==> src/rtl/useq_pkg.sv <==
package useq_pkg;
    localparam int BYTE_W = 8;
    localparam int WORD_W = 16;
    localparam int NFLAG  = 6;
    localparam int USTEPS = 4;
    localparam int UPC_W  = $clog2(USTEPS);

    typedef logic [WORD_W-1:0] word_t;

    typedef enum logic [1:0] {BS_QUEUE, BS_REG, BS_TMP, BS_ALU} bus_src_t;
    typedef enum logic [1:0] {BD_TMP_LO, BD_TMP_HI, BD_ALU_A, BD_REG} bus_dst_t;
    typedef enum logic [1:0] {AC_NEXT, AC_ALU_GO, AC_WB_END, AC_NOP} uact_t;
    typedef enum logic [1:0] {FN_ADD, FN_PASS_B, FN_NONE} alu_fn_t;

    typedef struct packed {
        bus_src_t src;
        bus_dst_t dst;
        uact_t    act;
    } uword_t;

    // bit 5..0 = overflow, sign, zero, aux carry, parity, carry
    typedef struct packed {
        logic ovf;
        logic sgn;
        logic zro;
        logic aux;
        logic par;
        logic cry;
    } flags_t;

    typedef struct packed {
        word_t  sum;
        flags_t fl;
    } alu_out_t;

    function automatic uword_t urom_word(input logic [UPC_W-1:0] a);
        uword_t w;
        case (a)
            2'd0:    w = '{src: BS_QUEUE, dst: BD_TMP_LO, act: AC_NEXT};
            2'd1:    w = '{src: BS_QUEUE, dst: BD_TMP_HI, act: AC_NEXT};
            2'd2:    w = '{src: BS_REG,   dst: BD_ALU_A,  act: AC_ALU_GO};
            default: w = '{src: BS_ALU,   dst: BD_REG,    act: AC_WB_END};
        endcase
        return w;
    endfunction
endpackage

==> src/rtl/useq_rom.sv <==
module useq_rom
    import useq_pkg::*;
(
    input  logic [UPC_W-1:0] upc,
    output uword_t           uword
);
    always_comb uword = urom_word(upc);
endmodule

==> src/rtl/useq_decode.sv <==
module useq_decode
    import useq_pkg::*;
#(
    parameter logic [BYTE_W-1:0] OPC_ADD_IMM = 8'h05,
    parameter int RIDX_W  = 2,
    parameter int ACC_IDX = 0
) (
    input  logic [BYTE_W-1:0] opcode,
    output logic              is_exec,
    output alu_fn_t           fn,
    output logic [RIDX_W-1:0] ridx
);
    always_comb begin
        is_exec = 1'b0;
        fn      = FN_NONE;
        ridx    = '0;
        if (opcode == OPC_ADD_IMM) begin
            is_exec = 1'b1;
            fn      = FN_ADD;
            ridx    = RIDX_W'(ACC_IDX);
        end
    end
endmodule

==> src/rtl/useq_alu.sv <==
module useq_alu
    import useq_pkg::*;
(
    input  alu_fn_t  fn,
    input  word_t    a,
    input  word_t    b,
    output alu_out_t res
);
    logic [WORD_W:0] wide;
    logic            cin_msb;

    always_comb begin
        wide    = '0;
        cin_msb = 1'b0;
        case (fn)
            FN_ADD: begin
                wide    = {1'b0, a} + {1'b0, b};
                cin_msb = a[WORD_W-1] ^ b[WORD_W-1] ^ wide[WORD_W-1];
            end
            FN_PASS_B: wide = {1'b0, b};
            default:   wide = {1'b0, a};
        endcase
        res.sum    = wide[WORD_W-1:0];
        res.fl.cry = wide[WORD_W];
        res.fl.ovf = cin_msb ^ wide[WORD_W];
        res.fl.aux = (fn == FN_ADD) ? (a[4] ^ b[4] ^ wide[4]) : 1'b0;
        res.fl.zro = (wide[WORD_W-1:0] == '0);
        res.fl.sgn = wide[WORD_W-1];
        res.fl.par = ~^wide[BYTE_W-1:0];
    end
endmodule

==> src/rtl/ucode_add_seq.sv <==
module ucode_add_seq
    import useq_pkg::*;
#(
    parameter logic [BYTE_W-1:0] OPC_ADD_IMM = 8'h05,
    parameter int NREG    = 4,
    parameter int ACC_IDX = 0
) (
    input  logic              clk,
    input  logic              rst,
    input  logic [BYTE_W-1:0] q_data,
    input  logic              q_valid,
    output logic              q_ready,
    output logic [WORD_W-1:0] acc_out,
    output logic [NFLAG-1:0]  flags_out,
    output logic              done
);
    localparam int RIDX_W = (NREG > 1) ? $clog2(NREG) : 1;

    logic              running;
    logic [UPC_W-1:0]  upc;
    word_t             tmp;
    word_t             alu_a;
    word_t             regs [NREG];
    flags_t            flg;
    alu_fn_t           fn_pend;
    alu_fn_t           alu_op;
    logic [RIDX_W-1:0] ridx_q;

    uword_t            uw;
    logic              dec_ok;
    alu_fn_t           dec_fn;
    logic [RIDX_W-1:0] dec_ridx;
    alu_out_t          alu_res;
    word_t             bus;
    logic              opc_slot;
    logic              step_go;
    logic              start;

    useq_rom u_rom (.upc(upc), .uword(uw));

    useq_decode #(.OPC_ADD_IMM(OPC_ADD_IMM), .RIDX_W(RIDX_W), .ACC_IDX(ACC_IDX)) u_dec (
        .opcode(q_data), .is_exec(dec_ok), .fn(dec_fn), .ridx(dec_ridx)
    );

    useq_alu u_alu (.fn(alu_op), .a(alu_a), .b(tmp), .res(alu_res));

    // Opcode decode slot: idle, or overlapped with write-back
    assign opc_slot = !running || (uw.act == AC_WB_END);
    assign q_ready  = opc_slot || (running && uw.src == BS_QUEUE);
    assign start    = opc_slot && q_valid && dec_ok;
    assign step_go  = running && ((uw.src != BS_QUEUE) || q_valid);
    assign done     = running && (uw.act == AC_WB_END);

    always_comb begin
        case (uw.src)
            BS_QUEUE: bus = {{(WORD_W-BYTE_W){1'b0}}, q_data};
            BS_REG:   bus = regs[ridx_q];
            BS_TMP:   bus = tmp;
            default:  bus = alu_res.sum;
        endcase
    end

    always_ff @(posedge clk) begin
        if (rst) begin
            running <= 1'b0;
            upc     <= '0;
            tmp     <= '0;
            alu_a   <= '0;
            flg     <= '0;
            fn_pend <= FN_NONE;
            alu_op  <= FN_NONE;
            ridx_q  <= '0;
            for (int i = 0; i < NREG; i++) regs[i] <= '0;
        end else begin
            if (step_go) begin
                case (uw.dst)
                    BD_TMP_LO: tmp[BYTE_W-1:0]        <= bus[BYTE_W-1:0];
                    BD_TMP_HI: tmp[WORD_W-1:BYTE_W]   <= bus[BYTE_W-1:0];
                    BD_ALU_A:  alu_a                  <= bus;
                    default:   regs[ridx_q]           <= bus;
                endcase
                case (uw.act)
                    AC_ALU_GO: alu_op <= fn_pend;
                    AC_WB_END: flg    <= alu_res.fl;
                    default: ;
                endcase
                if (uw.act == AC_WB_END) begin
                    running <= start;
                    upc     <= '0;
                end else begin
                    upc <= upc + 1'b1;
                end
            end else if (!running && start) begin
                running <= 1'b1;
                upc     <= '0;
            end
            if (start) begin
                fn_pend <= dec_fn;
                ridx_q  <= dec_ridx;
            end
        end
    end

    assign acc_out   = regs[ACC_IDX];
    assign flags_out = flg;
endmodule

==> config.mk <==
export PLATFORM = sky130hd
export DESIGN_NAME = ucode_add_seq
export DESIGN_NICKNAME = d
export VERILOG_FILES = /design/src/rtl/useq_pkg.sv /design/src/rtl/useq_rom.sv /design/src/rtl/useq_decode.sv /design/src/rtl/useq_alu.sv /design/src/rtl/ucode_add_seq.sv
export SDC_FILE = /design/constraint.sdc
export NUM_CORES = 1
export LEC_CHECK = 0
export ABC_CLOCK_PERIOD_IN_PS = 3530
export CORE_MARGIN = 2
export CORE_UTILIZATION = 40
export DETAILED_ROUTE_END_ITERATION = 8
export GPL_ROUTABILITY_DRIVEN = 1
export PLACE_DENSITY = 0.67
export SETUP_SLACK_MARGIN = 0.05
export SLEW_MARGIN = 20
export SYNTH_ARGS = -nofsm -noshare
export SYNTH_HDL_FRONTEND = slang
export SYNTH_SLANG_ARGS = --single-unit
==> constraint.sdc <==
create_clock -name clk -period 3.53 [get_ports clk]
set_input_delay 1.059 -clock clk [delete_from_list [all_inputs] [get_ports clk]]
set_output_delay 1.059 -clock clk [all_outputs]
set_load 0.02 [all_outputs]
# [Yosys cells after proc, flatten, opt, wreduce, memory -nomap -nowiden]
# Memory sizes are Yosys's and may differ from the RTL's.
# Index checks and enable logic that the tools add are counted.
[totals] regBits=45 mem_bits_rw=64 input_bits=11 word_cells=78 mem_count=1
[memory_table] memory="regs" words=4 word_bits=16 read_ports=1 rd_clocked_by_memory_dff=0 wr=4 line_no="ucode_add_seq.sv:23" source="word_t regs [NREG];"
[classes] addsub=2 eq_ne=11 muxes=20 bitwise_logic=6 reduce_logical=25
[ops] operator="case mux 16 bit (3 select lines)" n=1
[ops] operator="case mux 17 bit (2 select lines)" n=1
[ops] operator="case mux 6 bit (3 select lines)" n=1
[ops] operator="adder 16 x 16 -> 17 bit" n=1
[ops] operator="zero test 16 bit" n=1
[ops] operator="2-to-1 mux 16 bit" n=1
[ops] operator="2-to-1 mux 1 bit" n=12
[ops] operator="AND reduction 2 bit" n=6
[ops] operator="== test 2 x 1 -> 1 bit, second input constant" n=5
[ops] operator="== test 2 bit, second input constant" n=4
[ops] operator="== test 8 x 3 -> 1 bit, second input constant" n=1
[ops] operator="zero test 2 bit" n=4
[ops] operator="2-to-1 mux 2 bit" n=4
[ops] operator="XNOR reduction 8 bit" n=1
[ops] operator="logical AND 1 bit" n=6
[ops] operator="XOR 1 bit" n=5
[ops] operator="nonzero test 2 bit" n=2
[ops] operator="logical OR 1 bit" n=3
[ops] operator="OR reduction 3 bit" n=1
[ops] operator="adder 2 x 1 -> 2 bit, second input constant" n=1
[ops] operator="inequality test 2 x 1 -> 1 bit, second input constant" n=1
[ops] operator="zero test 1 bit" n=1
[ops] operator="bitwise OR 1 bit" n=1

# [Longest topological paths before layout]
# Gate-level depths: netlist of the first run.
[depth] word_depth=9 depth_mapped=14 depth_no_buf=14

# [By module]
# From an unflattened synthesis of the first run, not the netlist that was laid out.
[unflattened] cells_unflattened=662 area_unflattened_um2=6381.1
[modules_own_cells] module="ucode_add_seq" n_inst=1 cells_each=474 area_per_inst_um2=5043.6
[modules_own_cells] module="useq_alu" n_inst=1 cells_each=174 area_per_inst_um2=1236.2
[modules_own_cells] module="useq_decode" n_inst=1 cells_each=8 area_per_inst_um2=66.3
[modules_own_cells] module="useq_rom" n_inst=1 cells_each=6 area_per_inst_um2=35.0

# [Least setup slack after synthesis of the first run]
# No wires, ideal clock.
[synth_timing] path_type="reg2reg" startpoint="register alu_a[0]" endpoint="register flg (netlist bit flags_out[3])" t_arrival_ns=2.756 required_ns=3.446 setup_slack_ns=0.689 stages_incl_launch_ff=15 synth_period_minus_slack_ns=2.841 path_cell_list="dfxtp_1 -> ha_1 -> inv_1 -> fa_1 -> nor2b_4 -> o31a_1 -> o31ai_2 -> a21boi_0 -> mux2i_1 -> ha_1 -> nand3b_1 -> nor3_1 -> nand4_1 -> or4b_1 -> o31ai_2"
[synth_via] elab_chain_len=3
[synth_lines] item="start: declaration" line_no="ucode_add_seq.sv:22" source="word_t alu_a;"
[synth_lines] item="start signal: assignment" line_no="ucode_add_seq.sv:79" source="BD_ALU_A: alu_a <= bus;"
[synth_lines] item="adder 16 x 16 -> 17 bit" line_no="useq_alu.sv:17" source="wide = {1'b0, a} + {1'b0, b};"
[synth_lines] item="case mux 17 bit (2 select lines) (*)" line_no="useq_alu.sv:15" source="case (fn)"
[synth_lines] item="zero test 16 bit (*)" line_no="useq_alu.sv:27" source="res.fl.zro = (wide[WORD_W-1:0] == '0);"
[synth_lines] item="end signal: assignment" line_no="ucode_add_seq.sv:84" source="AC_WB_END: flg <= alu_res.fl;"
[synth_lines] item="end: declaration" line_no="ucode_add_seq.sv:24" source="flags_t flg;"
# Every way passes the cells marked *; elsewhere a longest branch is shown, timed or not.
# A chain may end at the register's enable or synchronous reset.

# [Worst setup path after layout of the first run]
# Same ends and word-level chain as after synthesis.

==> results of run 1 <==
-- layout make-up --
cell class / instances / share of cell area [%]
clock inverters: 6 / 2.05
clock buffers: 10 / 3.18
repair buffers: 42 / 9.25
inverters: 10 / 0.868
multi-input cells: 343 / 50.5
flip-flops and latches: 59 / 31.0
well taps: 108 / 3.12
-- layer usage --
layer  track usage (%)  vias up  routed length, um
met5                 0        -                  0
met4              6.95        0                180
met3              3.16       20                639
met2              31.8      132               4440
met1              29.3     1587               4520
li1                  -     1606                  -
-- worst max-delay path: stages (launching register included) --
cell	delay, ns
dfxtp_1	0.36
ha_1	0.21
inv_1	0.07
fa_1	0.43
nor2b_4	0.16
o31a_1	0.18
o31ai_2	0.08
a21boi_0	0.13
mux2i_1	0.22
ha_1	0.20
nand3b_1	0.07
nor3_1	0.17
nand4_1	0.11
or4b_1	0.49
o31ai_2	0.21
-- cells by family after synthesis --
| group | after synthesis |
|---|---|
| AND/OR/NAND/NOR | 176 |
| adder cells (fa/ha/maj) | 26 |
| multiplexers | 11 |
| buffers and inverters | 31 |
| AO/OA/AOI/OAI | 120 |
| flip-flops | 59 |
| XOR/XNOR | 10 |
-- synthesized netlist by cell type, types with 3 or more instances --
master / count / area share, %
a211oi_1: 13 / 2.7
a21o_1: 4 / 0.82
a21oi_1: 50 / 6.9
a31oi_1: 3 / 0.52
and2_1: 4 / 0.69
and3_1: 4 / 0.69
buf_1: 3 / 0.31
clkbuf_1: 18 / 1.9
dfxtp_1: 43 / 24
edfxtp_1: 16 / 13
ha_1: 25 / 8.6
inv_1: 8 / 0.82
mux2_2: 3 / 0.93
mux2i_1: 7 / 1.9
nand2_1: 72 / 7.4
nand3b_1: 5 / 1.0
nor2_1: 46 / 4.7
nor2b_1: 16 / 2.7
nor3_1: 6 / 0.82
o211ai_1: 3 / 0.62
o21a_1: 5 / 1.0
o21ai_0: 12 / 1.6
o31ai_1: 5 / 1.0
or3_1: 4 / 0.69
xnor2_1: 8 / 1.9
-- cell usage in the layout, fill, tap and decap left out, types with 5 or more instances in the layout --
| master | instances |
|---|---|
| dfxtp_1 | 43 |
| inv_1 | 8 |
| clkdlybuf4s50_1 | 34 |
| o21ai_0 | 12 |
| nor2b_1 | 16 |
| nor2_1 | 46 |
| mux2i_1 | 7 |
| buf_4 | 8 |
| o21a_1 | 5 |
| nand2_1 | 72 |
| edfxtp_1 | 16 |
| xnor2_1 | 8 |
| o31ai_1 | 5 |
| nor3_1 | 6 |
| a21oi_1 | 50 |
| ha_1 | 25 |
| clkbuf_8 | 10 |
| nand3b_1 | 5 |
| a211oi_1 | 13 |
-- report_power, final --
part / internal (W) / total, W / switching (W) / leakage (nW)
logic: 0.0000310 / 0.0000673 / 0.0000363 / 0.948
clock network: 0.000416 / 0.000707 / 0.000290 / 0.108
registers: 0.000700 / 0.000704 / 0.00000413 / 0.511
-- sequential cells by signal (all words and copies together) (netlist names) --
name and count:
alu_a 16, alu_op 1, flags_out 6, fn_pend 1
regs 16, running 1, tmp 16, upc 2
-- worst min path at each step --
| stage | start | to | slack [ns] | cells after the start |
|---|---|---|---|---|
| 2_1_floorplan | fn_pend[1] | fn_pend[1] | 0.43 | 1 |
| 3_3_place_gp | fn_pend[1] | fn_pend[1] | 0.44 | 1 |
| 3_5_place_dp | fn_pend[1] | fn_pend[1] | 0.44 | 1 |
| 4_1_cts | flags_out[2] | flags_out[2] | 0.46 | 2 |
| 5_1_grt | flags_out[2] | flags_out[2] | 0.48 | 2 |
| 6_report | fn_pend[1] | fn_pend[1] | 0.46 | 1 |
-- through the flow --
stage / power (W) / area [um2] / util (%)
after floorplan: 0.000750 / 3640 / -
after global placement: 0.000786 / 4100 / 46.8
after detailed placement: 0.000786 / 4100 / 46.8
after CTS: 0.00148 / 4330 / 49.4
after global routing: 0.00152 / 4330 / 49.4
final: 0.00148 / 4330 / 49.4
==> flow_summary.toml, run 1 <==
[status]
outcome = "completed"

[yosys]
synthAdderAreaFrac_pct = 9.13
synthSimpleGateAreaFrac_pct = 23.1
async_reset_ff_share_pct = 0
netlist_instances = 433
synth_mux_area_share_pct = 3.47
synth_top_family_by_area = "simple AND/OR/NAND/NOR gates"
ys_warn_count = 0
synth_edf_count = 16
syn-mean-instance-area_um2 = 8.41
synth-xor-area-share_pct = 2.40
synth_compound_area_share_pct = 21.9
synth_cell_types = 68
syn_nets = 470
synth-seq-area-share_pct = 36.8
ys_ff_latch = 59
netlist_area_um2 = 3640
ys.flop_type = "dfxtp_1"

[critical_path]
endpoint_kind = "flop"
arrival_ns = 3.42
critPathKind = "reg -> reg"
rr_startpoint = "alu_a[0]"
endpoint = "flags_out[3]"
crit_path_max_fanout = 3
critPathLaunchType = "flop"
r2r_setup_slack_ns = 0.37
critical_path_required_ns = 3.79
cp-startpoint = "alu_a[0]"
r2r_cells = 14
timing.rr.end = "flags_out[3]"

[clock_network]
clk_latency_ns = 0.34
clock_sinks = 59
cts_buffers = 9
cts-root-buf = "clkbuf_8"
cts_hold_buf = 0
cts_tree = "built"
clk_pin_slew_ns = 0.07
cts_resized = 0
clockBufferDepth = 2
post_cts_buffers = 0
htree_levels = 3

[finish]
antenna_cells = 0
multi_input_area_um2 = 2190
drive_above_1_share_pct = 9.79
fillers = 858
syn_to_final_growth_pct = 18.8
nets = 502
regArea_um2 = 1340
fin_cells = 578

[place]
place.port_buffers = 34
dp_hpwl_mm = 7.28
place_ws_ns = 0.403
globalplace.congestion = 0.848
dp_cells = 562

[grt]
grt_pass1_vias = 3087
grt_overflow_total = 0
antenna_found_initial = 0
grtUsageTotal_pct = 20.5
grt_pass1_wl_mm = 15.9
grt_max_degree = 32

[hold_path]
min_path_type = "reg -> reg"

[detailed_routing]
drc = 0
first_iter_violations = 233
avgViaCountPerCell = 5.79
wire_per_inst_um = 16.9
ant_nets = 0
wl_mm = 9.78
dr.pass1.iters = 5
vias = 3345

[sta]
skew_ns = 0.00681
holdWs_ns = 0.457
rsz0062_at_grt = "no"
worstMarginPinSlew_ns = 0.874
final_hold_viol_count = 0
fin_ws_ns = 0.365
post-route-period-util_pct = 89.7
max_freq_ghz = 0.316
finalSetupViolations = 0
layout_min_cycle_time_ns = 3.16
maxSlewViolCount = 0
fin_tns_setup_ns = 0
slew_headroom_pct = 41.7

[floorplanning]
dieArea_um2 = 9890
initial_core_util_pct = 41.6
io-pin-count = 35
core-area_um2 = 8760
die_h_um = 99.4
die_w_um = 99.4
num_rows = 34

[power_and_ir_drop]
cellPowerDensity_nw_per_um2 = 342
p_leak_nw = 1.57
vdd_drop_max_v = 0.000353

[run]
maxCapViolCount = 0
Note: power is estimated with default switching activity, not from simulation.
==> run 2: changes to the inputs <==
--- a/config.mk
+++ b/config.mk
@@ -6,11 +6,11 @@
 export NUM_CORES = 1
 export LEC_CHECK = 0
 export ABC_CLOCK_PERIOD_IN_PS = 3530
+export CAP_MARGIN = 0
 export CORE_MARGIN = 2
 export CORE_UTILIZATION = 40
 export DETAILED_ROUTE_END_ITERATION = 8
 export GPL_ROUTABILITY_DRIVEN = 1
-export PLACE_DENSITY = 0.67
 export SETUP_SLACK_MARGIN = 0.05
 export SLEW_MARGIN = 20
 export SYNTH_ARGS = -nofsm -noshare
==> run 2 against run 1 <==
  * Clock power fell by 18%
  * Sequential power about the same
  * Hold slack worse by 0.0044 ns
  * Flip-flop and latch count is the same
  * Clock-buffer cell count up 1
  * Core utilization decreased by 0.31 points
  * Sequential share of layout area up 0.20 points
  * Combinational power is 3% higher
  * First-iteration DRC count fell by 19%
  * Critical endpoint unchanged
  * Largest cell class unchanged
  * Largest power group is now sequential cells
  * Highest routed layer unchanged
==> flow_summary.toml, run 2 (synthesis gave the netlist of run 1 again) <==
[power_and_ir_drop]
switchingPower_w = 0.000307
power_w = 0.00136
clkPwrFrac_pct = 43.0
switching_share_pct = 22.6
vdd_drop_max_v = 0.000171
combPwrFrac_pct = 5.1
seqPwrFrac_pct = 51.9
cellPowerDensity_nw_per_um2 = 315
p_leak_nw = 1.56
p_int_w = 0.00105

[grt]
antenna_found_initial = 0
grt_overflow_total = 0
grt_pass1_wl_mm = 16.2
grtUsageTotal_pct = 21.1
grt_pass1_vias = 3065
grt_max_degree = 31

[sta]
fin_tns_setup_ns = 0
final_hold_viol_count = 0
finalSetupViolations = 0
maxSlewViolCount = 0
post-route-period-util_pct = 90.8
slew_headroom_pct = 40.7
max_freq_ghz = 0.312
skew_ns = 0.00635
worstMarginPinSlew_ns = 0.890
rsz0062_at_grt = "no"
layout_min_cycle_time_ns = 3.21

[finish]
layout_commonest_cell = "nand2_1"
syn_to_final_growth_pct = 18.0
reg_top3 = "alu_a (16), regs (16), tmp (16)"
antenna_cells = 0
final_cell_mix = "72 x nand2_1, 50 x a21oi_1, 46 x nor2_1, 43 x dfxtp_1, 34 x clkdlybuf4s50_1"
fillers = 864
nets = 505
drive_above_1_share_pct = 9.09

[clock_network]
clk_latency_ns = 0.34
cts-root-buf = "clkbuf_8"
cts_resized = 0
clk_pin_slew_ns = 0.07
clockBufferDepth = 2
clock_sinks = 59
post_cts_buffers = 0
cts_tree = "built"
htree_levels = 3
cts_hold_buf = 0
cts_buffers = 9

[floorplanning]
core-area_um2 = 8760
die_h_um = 99.4
die_w_um = 99.4
num_rows = 34
initial_core_util_pct = 41.6
dieArea_um2 = 9890
io-pin-count = 35

[critical_path]
critical-path-max-stage-delay_ns = 0.49
endpoint_kind = "flop"
critPathLaunchType = "flop"
arrival_ns = 3.45
crit_path_max_fanout = 3
critical_path_required_ns = 3.78
critPathKind = "reg -> reg"
slowest_stage = "or4b_1"
crit_chain = "ha_1 -> inv_1 -> fa_1 -> nor2b_4 -> o31a_1 -> o31ai_2 -> a21boi_0 -> mux2i_1 -> ha_1 -> nand3b_1 -> nor3_1 -> nand4_1 -> or4b_1 -> o31ai_2"

[hold_path]
min_path_type = "reg -> reg"

[place]
dp_hpwl_mm = 7.41
globalplace.congestion = 0.867
place.port_buffers = 34

[detailed_routing]
avgViaCountPerCell = 5.58
drc = 0
vias = 3243
wire_per_inst_um = 17.1
dr.pass1.iters = 5
first_iter_violations = 188
ant_nets = 0
wl_mm = 9.95

[run]
maxCapViolCount = 0

[status]
outcome = "completed"
==> run 2: power by group through the flow <==
| stage | clock network, W | registers [W] | logic (W) |
|---|---|---|---|
| after floorplan | 0 | 0.000727 | 0.0000239 |
| after global placement | 0 | 0.000719 | 0.0000692 |
| after detailed placement | 0 | 0.000719 | 0.0000691 |
| after CTS | 0.000596 | 0.000704 | 0.0000695 |
| after global routing | 0.000629 | 0.000704 | 0.0000738 |
| final | 0.000583 | 0.000704 | 0.0000691 |
==> run 2: worst max-delay path: cells and delay by family, from the launching register on <==
family	cells	cell delay (ns)
buffers and inverters	1	0.07
flip-flops	1	0.36
AO/OA/AOI/OAI	4	0.61
multiplexers	1	0.25
adder cells (fa/ha/maj)	3	0.83
AND/OR/NAND/NOR	5	1.00
==> run 2: worst paths after layout <==
check                                  start           end  slack [ns]  cells past startpoint
worst max-delay path                alu_a[0]  flags_out[3]        0.32                     14
worst min-delay path            flags_out[4]  flags_out[4]        0.45                      2
worst max register to register      alu_a[0]  flags_out[3]        0.32                     14
worst min register to register  flags_out[4]  flags_out[4]        0.45                      2
==> run 2: metal layers <==
layer | up-vias | track usage [%] | wire length [um]
li1 | 1626 | - | -
met2 | 108 | 31.3 | 4310
met4 | 0 | 6.01 | 120
met1 | 1498 | 31.1 | 4940
met5 | - | 0 | 0
met3 | 11 | 4.01 | 584
==> run 2: area by class of cell <==
| class | count | area [um2] | share of cell area (%) |
|---|---|---|---|
| timing repair buffer | 45 | 423 | 9.84 |
| multi-input combinational | 343 | 2190 | 50.8 |
| inverter | 10 | 37.5 | 0.873 |
| sequential | 59 | 1340 | 31.2 |
| clock inverter | 5 | 45.0 | 1.05 |
| clock buffer | 11 | 131 | 3.06 |
| tap | 108 | 135 | 3.14 |
==> run 2: stage by stage <==
stage / worst slack, ns / utilization [%] / cell area, um2 / std cells / hold slack (ns)
floorplan: 0.689 / - / 3640 / 433 / 0.426
global placement: 0.449 / 47.0 / 4120 / 565 / 0.442
detailed placement: 0.373 / 47.0 / 4120 / 565 / 0.450
CTS: 0.350 / 49.1 / 4300 / 581 / 0.459
global route: 0.0845 / 49.1 / 4300 / 581 / 0.487
finish: 0.324 / 49.1 / 4300 / 581 / 0.453
==> run 3: changes to the inputs <==
--- a/config.mk
+++ b/config.mk
@@ -11,6 +11,7 @@
 export CORE_UTILIZATION = 40
 export DETAILED_ROUTE_END_ITERATION = 8
 export GPL_ROUTABILITY_DRIVEN = 1
+export GPL_TIMING_DRIVEN = 0
 export SETUP_SLACK_MARGIN = 0.05
 export SLEW_MARGIN = 20
 export SYNTH_ARGS = -nofsm -noshare
==> run 3 against run 2 <==
  * Clock-buffer cell count fell by 1
  * Core utilization rose by 0.43 points
  * Routed wire length rose by 6.8%
  * Via count rose by 2.9%
  * First-iteration DRC count fell by 13%
  * Final cell count rose by 1.7%
  * Largest power group unchanged
==> flow_summary.toml, run 3 (synthesis gave the netlist of run 1 again) <==
[status]
outcome = "completed"

[finish]
drive_above_1_share_pct = 8.70
nets = 515
final_cell_mix = "72 x nand2_1, 50 x a21oi_1, 46 x nor2_1, 42 x dfxtp_1, 33 x clkdlybuf4s50_1"
fillers = 862
syn_to_final_growth_pct = 19.0
fin_util_pct = 49.5
layout_commonest_cell = "nand2_1"
fin_cells = 591
antenna_cells = 0
reg_top3 = "alu_a (16), regs (16), tmp (16)"

[critical_path]
critPathLaunchType = "flop"
critPathKind = "reg -> reg"
slowest_stage = "or4b_1"
crit_path_max_fanout = 3
crit_chain = "ha_1 -> inv_1 -> fa_1 -> nor2b_4 -> o31a_1 -> o31ai_2 -> a21boi_0 -> mux2i_1 -> ha_1 -> nand3b_1 -> nor3_2 -> nand4_1 -> or4b_1 -> o31ai_2"
critical_path_required_ns = 3.80
endpoint_kind = "flop"
arrival_ns = 3.58
critical-path-max-stage-delay_ns = 0.49

[sta]
finalSetupViolations = 0
rsz0062_at_grt = "yes"
post-route-period-util_pct = 93.9
fin_ws_ns = 0.215
worstMarginPinSlew_ns = 0.734
skew_ns = 0.00706
max_freq_ghz = 0.302
final_hold_viol_count = 0
slew_headroom_pct = 50.5
maxSlewViolCount = 0
layout_min_cycle_time_ns = 3.31

[detailed_routing]
ant_nets = 0
avgViaCountPerCell = 5.65
wl_mm = 10.6
drc = 0
first_iter_violations = 163
wire_per_inst_um = 18.0
dr.pass1.iters = 4
vias = 3338

[clock_network]
htree_levels = 3
cts_buffers = 9
cts_hold_buf = 0
clock_sinks = 59
cts_tree = "built"
clockBufferDepth = 2
cts-root-buf = "clkbuf_8"
clk_latency_ns = 0.35
clk_pin_slew_ns = 0.07

[floorplanning]
io-pin-count = 35
die_w_um = 99.4
core-area_um2 = 8760
initial_core_util_pct = 41.6
dieArea_um2 = 9890
num_rows = 34
die_h_um = 99.4

[grt]
grtUsageTotal_pct = 22.3
grt_overflow_total = 0
grt_max_degree = 17
antenna_found_initial = 0
grt_pass1_vias = 3181
grt_pass1_wl_mm = 16.9

[power_and_ir_drop]
cellPowerDensity_nw_per_um2 = 335
switching_share_pct = 23.0
vdd_drop_max_v = 0.000156
switchingPower_w = 0.000334
p_leak_nw = 1.56
combPwrFrac_pct = 4.7
seqPwrFrac_pct = 48.4
p_int_w = 0.00112
clkPwrFrac_pct = 46.9

[place]
place_ws_ns = 0.143
dp_cells = 574
place.port_buffers = 33
dp_hpwl_mm = 7.84
globalplace.congestion = 0.863

[run]
maxCapViolCount = 0

[hold_path]
min_path_type = "reg -> reg"
[run 3: changes by cell type in the layout (fill, tap and decap cells not counted), sizes merged]
cell           previous run  this run
clkdlybuf4s50            34        33
clkinv                    5         4
bufinv                    1         2
clkbuf                   11        28
clkinvlp                  0         1
buf                      11         4
[run 3: power groups by stage]
stage / Combinational (W) / Clock (W) / Sequential, W
2_1_floorplan: 0.0000239 / 0 / 0.000727
3_5_place_dp: 0.0000682 / 0 / 0.000719
4_1_cts: 0.0000685 / 0.000687 / 0.000704
5_1_grt: 0.0000726 / 0.000725 / 0.000704
3_3_place_gp: 0.0000678 / 0 / 0.000719
6_report: 0.0000682 / 0.000683 / 0.000703
[run 3: path summary, 6_finish.rpt]
check	from	endpoint	slack, ns	cells past startpoint
max reg2reg	alu_a[0]	flags_out[3]	0.22	14
min	flags_out[2]	flags_out[2]	0.45	2
min reg2reg	flags_out[2]	flags_out[2]	0.45	2
max	alu_a[0]	flags_out[3]	0.22	14
[run 3: final cells by class]
| class | count | area (um2) | area share (%) |
|---|---|---|---|
| Multi-Input combinational cell | 343 | 2190 | 50.6 |
| Sequential cell | 59 | 1340 | 31.0 |
| Timing Repair Buffer | 34 | 338 | 7.79 |
| Tap cell | 108 | 135 | 3.12 |
| Clock buffer | 10 | 128 | 2.94 |
| Buffer | 21 | 82.6 | 1.90 |
| Clock inverter | 6 | 80.1 | 1.85 |
| Inverter | 10 | 37.5 | 0.866 |
[run 3: what timing repair did]
item                                   4_1_cts  5_1_grt
gates resized for setup                      4        2
endpoints found under the hold margin        0        0
buffers inserted                             0        1
setup endpoints to repair                    1        2
[run 3: routing by layer]
metal | share of wire [%] | GRT usage (%) | vias to the layer above
met1 | 48 | 31.0 | 1590
met2 | 45 | 35.3 | 92
met4 | 1.3 | 6.74 | 0
met5 | 0 | 0 | -
li1 | - | - | 1645
met3 | 5.3 | 4.22 | 11
[run 3: metrics by stage]
stage	TNS, ns	hold slack, ns	instance area (um2)	power [W]
after floorplan	0	0.426	3640	0.000750
after global routing	-0.00803	0.476	4340	0.00150
after detailed placement	0	0.445	4110	0.000787
final	0	0.453	4340	0.00145
after global placement	0	0.440	4110	0.000787
after CTS	0	0.455	4320	0.00146
[run 3: critical path: cells and delay by family, from the launching register on]
family | cells | cell delay, ns
AOI/OAI and AO/OA | 4 | 0.65
adders and majority gates | 3 | 0.85
buffers and inverters | 1 | 0.07
DFF | 1 | 0.36
muxes | 1 | 0.28
and+or+nand+nor | 5 | 1.03
